`config.mk`:
```
export PLATFORM = sky130hd
export DESIGN_NAME = llsc_monitor
export DESIGN_NICKNAME = d
export VERILOG_FILES = /design/src/rtl/llsc_pkg.sv /design/src/rtl/llsc_resv.sv /design/src/rtl/llsc_mem.sv /design/src/rtl/llsc_monitor.sv
export SDC_FILE = /design/constraint.sdc
export NUM_CORES = 2
export LEC_CHECK = 0
export BUFFER_PORTS_ARGS = -buffer_cell sky130_fd_sc_hd__buf_2
export CAP_MARGIN = 20
export CORE_AREA = 2 2 485 487
export DETAILED_ROUTE_END_ITERATION = 6
export DIE_AREA = 0 0 487 489
export SLEW_MARGIN = 10
export SYNTH_ARGS = -nofsm -noshare
export SYNTH_HDL_FRONTEND = slang
export SYNTH_SLANG_ARGS = --single-unit
```
`constraint.sdc`:
```
create_clock -name clk -period 10.1 [get_ports clk]
set_clock_uncertainty 0.1 [all_clocks]
set_input_delay 1.515 -clock clk [delete_from_list [all_inputs] [get_ports clk]]
set_output_delay 1.515 -clock clk [all_outputs]
set_load 0.1 [all_outputs]
```
`src/rtl/llsc_pkg.sv`:
```
package llsc_pkg;

    typedef enum logic [2:0] {
        OP_IDLE  = 3'd0,
        OP_LOAD  = 3'd1,
        OP_STORE = 3'd2,
        OP_LL    = 3'd3,
        OP_SC    = 3'd4
    } op_e;

    // Opcodes whose response carries memory data
    function automatic logic op_returns_data(input op_e op);
        return (op == OP_LOAD) || (op == OP_LL);
    endfunction

endpackage

```
`src/rtl/llsc_resv.sv`:
```
module llsc_resv #(
    parameter int ADDR_W    = 16,
    parameter int GRAN_BITS = 2
) (
    input  logic              clk,
    input  logic              rst,
    input  logic              ll_fire,
    input  logic              sc_fire,
    input  logic [ADDR_W-1:0] req_addr,
    input  logic              snp_valid,
    input  logic [ADDR_W-1:0] snp_addr,
    output logic              resv_valid,
    output logic              sc_pass
);
    localparam int TAG_W = ADDR_W - GRAN_BITS;

    typedef struct packed {
        logic             armed;
        logic [TAG_W-1:0] tag;
    } resv_t;

    resv_t resv_q, resv_d;

    logic [TAG_W-1:0] req_tag, snp_tag;
    logic             snoop_hits_resv, snoop_hits_req;

    assign req_tag = req_addr[ADDR_W-1:GRAN_BITS];
    assign snp_tag = snp_addr[ADDR_W-1:GRAN_BITS];

    assign snoop_hits_resv = snp_valid && (snp_tag == resv_q.tag);
    assign snoop_hits_req  = snp_valid && (snp_tag == req_tag);

    // A snoop to the reserved granule beats a same-cycle SC
    assign sc_pass = sc_fire && resv_q.armed && (resv_q.tag == req_tag)
                     && !snoop_hits_resv;

    always_comb begin
        resv_d = resv_q;
        if (ll_fire) begin
            resv_d.tag   = req_tag;
            resv_d.armed = !snoop_hits_req;
        end else if (sc_fire) begin
            resv_d.armed = 1'b0;
        end else if (snoop_hits_resv) begin
            resv_d.armed = 1'b0;
        end
    end

    always_ff @(posedge clk) begin
        if (rst) begin
            resv_q <= '0;
        end else begin
            resv_q <= resv_d;
        end
    end

    assign resv_valid = resv_q.armed;

endmodule

```
`src/rtl/llsc_mem.sv`:
```
module llsc_mem #(
    parameter int DATA_W = 32,
    parameter int WORDS  = 64
) (
    input  logic                     clk,
    input  logic                     rst,
    input  logic                     we,
    input  logic [$clog2(WORDS)-1:0] idx,
    input  logic [DATA_W-1:0]        wdata,
    output logic [DATA_W-1:0]        rdata
);
    logic [DATA_W-1:0] cells [WORDS];

    assign rdata = cells[idx];

    always_ff @(posedge clk) begin
        if (rst) begin
            for (int i = 0; i < WORDS; i++) begin
                cells[i] <= '0;
            end
        end else if (we) begin
            cells[idx] <= wdata;
        end
    end

endmodule

```
`src/rtl/llsc_monitor.sv`:
```
module llsc_monitor
    import llsc_pkg::*;
#(
    parameter int ADDR_W    = 16,
    parameter int DATA_W    = 32,
    parameter int GRAN_BITS = 2,
    parameter int MEM_WORDS = 64
) (
    input  logic              clk,
    input  logic              rst,
    input  logic              req_valid,
    input  logic [2:0]        req_op,
    input  logic [ADDR_W-1:0] req_addr,
    input  logic [DATA_W-1:0] req_wdata,
    input  logic              snp_valid,
    input  logic [ADDR_W-1:0] snp_addr,
    output logic              rsp_valid,
    output logic [DATA_W-1:0] rsp_rdata,
    output logic              rsp_sc_ok
);
    localparam int IDX_W = $clog2(MEM_WORDS);

    op_e               op;
    logic              ll_fire, sc_fire, st_fire, sc_pass, resv_valid, mem_we;
    logic [IDX_W-1:0]  idx;
    logic [DATA_W-1:0] mem_rdata;

    assign op      = op_e'(req_op);
    assign ll_fire = req_valid && (op == OP_LL);
    assign sc_fire = req_valid && (op == OP_SC);
    assign st_fire = req_valid && (op == OP_STORE);
    assign mem_we  = st_fire || sc_pass;
    assign idx     = req_addr[GRAN_BITS +: IDX_W];

    llsc_resv #(
        .ADDR_W    (ADDR_W),
        .GRAN_BITS (GRAN_BITS)
    ) u_resv (
        .clk        (clk),
        .rst        (rst),
        .ll_fire    (ll_fire),
        .sc_fire    (sc_fire),
        .req_addr   (req_addr),
        .snp_valid  (snp_valid),
        .snp_addr   (snp_addr),
        .resv_valid (resv_valid),
        .sc_pass    (sc_pass)
    );

    llsc_mem #(
        .DATA_W (DATA_W),
        .WORDS  (MEM_WORDS)
    ) u_mem (
        .clk   (clk),
        .rst   (rst),
        .we    (mem_we),
        .idx   (idx),
        .wdata (req_wdata),
        .rdata (mem_rdata)
    );

    always_ff @(posedge clk) begin
        if (rst) begin
            rsp_valid <= 1'b0;
            rsp_rdata <= '0;
            rsp_sc_ok <= 1'b0;
        end else begin
            rsp_valid <= req_valid;
            rsp_rdata <= (req_valid && op_returns_data(op)) ? mem_rdata : '0;
            rsp_sc_ok <= sc_pass;
        end
    end

endmodule

```
==> results.md <==
* Status: finished, violations left
* Failing checks: DRC
* Design Area, Final at 102000 sq um
* Via density at 6.33
* Final ANT Viol Nets at 0
* RSZ-0062 raised after global routing: false
* Die ar. at 238000 sq um
* Top post-synthesis cells by area: edfxtp_1 (68%), nor2_1 (9.0%), mux2i_1 (4.3%), nand2_1 (2.3%), a22oi_1 (2.1%)
* CP dominant cell by count: buf_4
* Min-delay worst type: reg2reg
* Crit Path Max Fanout at 127
* Share of cells above drive strength 1 at 0.114
* Peak Freq at 174 MHz
* Kind of critical path: in2reg
* WL per Instance at 34.1 um
* CP Capture Type: register
* Placed cell area at 94600 sq um
* Setup TNS at 0 ps
* Power Dens Cells at 194 nW/um^2
* Clk root buf: clkbuf_16
* 1st-pass router iterations at 7
* Top cell type's share of synthesized area at 0.680
* Die extent in y at 489 um
* Clock-pin slew on the worst setup and hold paths at 60 ps
* H-Tree Depth at 4
* Cells along the critical path: buf_8 > buf_12 > nor2b_4 > buf_4 > nand2_1 > o21bai_4 > buf_4
* Via Count at 65600
* Resized cells post-CTS at 0
* Final-report hold violation count at 0
* Synth Area per Inst at 12.5 sq um
* Syn Nets at 7309
* CTS tree: built
* Worst Path Arrival at 6160 ps
* Number of global-route vias before repair at 62600
* Synth area leader: edfxtp_1
* Std cell rows at 178
* Core ar. at 234000 sq um
* Final Cycle Share at 0.570
* Critical Path Sink: u_mem.cells[29][26]$_SDFFCE_PN0P_
* Dpl hpwl at 198000 um
* Aggregate global routing overflow at 0
* Critical Path Source Type: primary input
* First-pass GRT wire length at 483000 um
* Post-synth EDFFs at 2048
* Worst slew margin at 0.137
* Setup bufs post-CTS at 0
* Slew @ Worst Pin at 1290 ps
* DRT iter0 DRCs at 11400
* Synth cell types at 57
* Number of synthesized register bits at 2097
* Post-CTS Hold Buffers at 0
* Max-slew violations at 0
* All-Layer GR Usage at 0.290
* CP max stage delay at 1090 ps
* Post-Synthesis Cells at 7238
* Initial antenna violation count at 24
* Multi-input gate area at 26300 sq um
* Clk buf depth at 3
* Peak supply drop at 0.000217 V
* Synthesized area at 90500 sq um
* Largest net degree at the start of global routing at 152
* R2R Path Start: u_resv.resv_q[2]$_SDFFE_PP0P_
* Sequential standard cell area at 62500 sq um
* Worst skew pair latency at 900 ps
* Final setup vio count at 0
* Worst EP required at 10500 ps
* Async set-reset flop share out of synthesis at 0
* Post-Route WL at 354000 um
* DRC viols at 7
* R2R depth at 8
* Port Buf Inserts at 100
* RePlAce Congestion at 0.887
* Dominant synthesized flop cell: edfxtp_1
* Total Nets Final at 7177
* Starting Density at 0.387
* Register area share after synthesis at 0.691
* Reg-to-reg endpoint: u_mem.cells[56][26]$_SDFFCE_PN0P_
* Synth warn at 0
* Fillers at 21200
* Max-cap violations at 0
* Clock sinks at 2097
* Area delta synth->final at 12.5%
* LEAKAGE at 0.0317 uW
* CTS buffer count at 214
* Minimum clock period at 5760 ps
* Die W at 487 um
* R2r setup slk at 5360 ps
* Highest-delay cell along the critical path: o21bai_4
* Worst setup startpoint: req_addr[3]
* IO Pins at 105
[layer usage]
| metal | global-route usage | vias up | part of all wire |
|---|---|---|---|
| met2 | 0.436 | 5247 | 0.44 |
| met5 | 0 | - | 0.00014 |
| met4 | 0.139 | 8 | 0.054 |
| li1 | - | 26300 | - |
| met1 | 0.381 | 33000 | 0.36 |
| met3 | 0.0888 | 1021 | 0.15 |
[kinds of logic after synthesis]
logic type | share of synthesized area
simple gates | 0.119
flops | 0.691
compound gates | 0.0961
buf+inv | 0.0300
mux | 0.0599
xor+xnor | 0.00407
[area by class of cell]
type / instances / area share
Inverter: 1 / 0.0000369
Sequential cell: 2097 / 0.614
Tap cell: 3060 / 0.0376
Multi-Input combinational cell: 4525 / 0.258
Antenna cell: 5 / 0.000123
Timing Repair Buffer: 267 / 0.0193
Clock buffer: 301 / 0.0594
Clock inverter: 106 / 0.0110
[cell usage in the layout (no fill, tap or decap), types with 5 or more instances in the layout]
master and count:
edfxtp_1 2048, clkinvlp_4 8, clkbuf_8 30, xor2_1 24, a21oi_1 145, clkinv_2 36, a31oi_1 90, a22oi_1 252
mux2i_1 391, mux2_2 126, nor2_1 2171, o211ai_1 62, clkbuf_16 217, nor4_1 36, o22ai_1 11, o21ai_4 14
nor2_4 7, a221oi_1 125, diode_2 5, dfxtp_1 49, bufinv_16 18, buf_12 13, buf_4 153, a221o_1 62
o21bai_4 65, o21ai_0 67, nand2_1 544, nor3_1 5, o22a_1 122, buf_2 97, nand4_1 6, clkinv_1 31
a22o_1 66, clkbuf_1 54, xnor2_1 18, a222oi_1 62
[how the worst min path moves through the flow]
stage                                        start                        endpoint  slack [ps]  cells after the start
floorplan            u_resv.resv_q[0]$_SDFFE_PP0P_   u_resv.resv_q[0]$_SDFFE_PP0P_         370                      2
global placement     u_resv.resv_q[7]$_SDFFE_PP0P_   u_resv.resv_q[7]$_SDFFE_PP0P_         400                      2
detailed placement  u_resv.resv_q[11]$_SDFFE_PP0P_  u_resv.resv_q[11]$_SDFFE_PP0P_         390                      2
CTS                  u_resv.resv_q[9]$_SDFFE_PP0P_   u_resv.resv_q[9]$_SDFFE_PP0P_         400                      2
global route        u_resv.resv_q[10]$_SDFFE_PP0P_  u_resv.resv_q[10]$_SDFFE_PP0P_         420                      2
finish               u_resv.resv_q[9]$_SDFFE_PP0P_   u_resv.resv_q[9]$_SDFFE_PP0P_         400                      2
[state kept, by name (all words and copies together) (netlist names)]
register and count:
rsp_valid 1, u_resv.resv_q 14, u_mem.cells 2048, u_resv.resv_valid 1, rsp_rdata 32, rsp_sc_ok 1
[per-stage QoR]
step	setup WS (ps)	hold slack (ps)	utilization	std cells	total power, uW
floorplan	4980	372	-	7238	11000
global placement	3610	398	0.405	9947	11700
detailed placement	3670	391	0.405	9949	11700
CTS	4590	398	0.435	10400	19700
global route	4560	423	0.436	10400	20200
finish	4340	398	0.436	10400	19800
[critical path, delay by kind of cell]
family	cells	cell delay, ps
AO/OA/AOI/OAI	1	1090
buffers and inverters	4	2080
AND/OR/NAND/NOR	2	1210
[synth_stat cells, types with 65 or more instances]
| cell type | count |
|---|---|
| nor2_1 | 2178 |
| edfxtp_1 | 2048 |
| nand2_1 | 548 |
| mux2i_1 | 391 |
| clkbuf_1 | 301 |
| buf_2 | 276 |
| a22oi_1 | 252 |
| a21oi_1 | 145 |
| mux2_2 | 126 |
| a221oi_1 | 125 |
| o22a_1 | 122 |
| a31oi_1 | 92 |
| o21ai_0 | 71 |
| a22o_1 | 66 |
| o21bai_1 | 65 |
[power by group]
part	total (uW)	internal (uW)	switching, uW
clock	8170	4640	3540
sequential	10100	9950	129
combinational	1530	389	1140
total	19800	15000	4800
(Power assumes the default switching activity.)
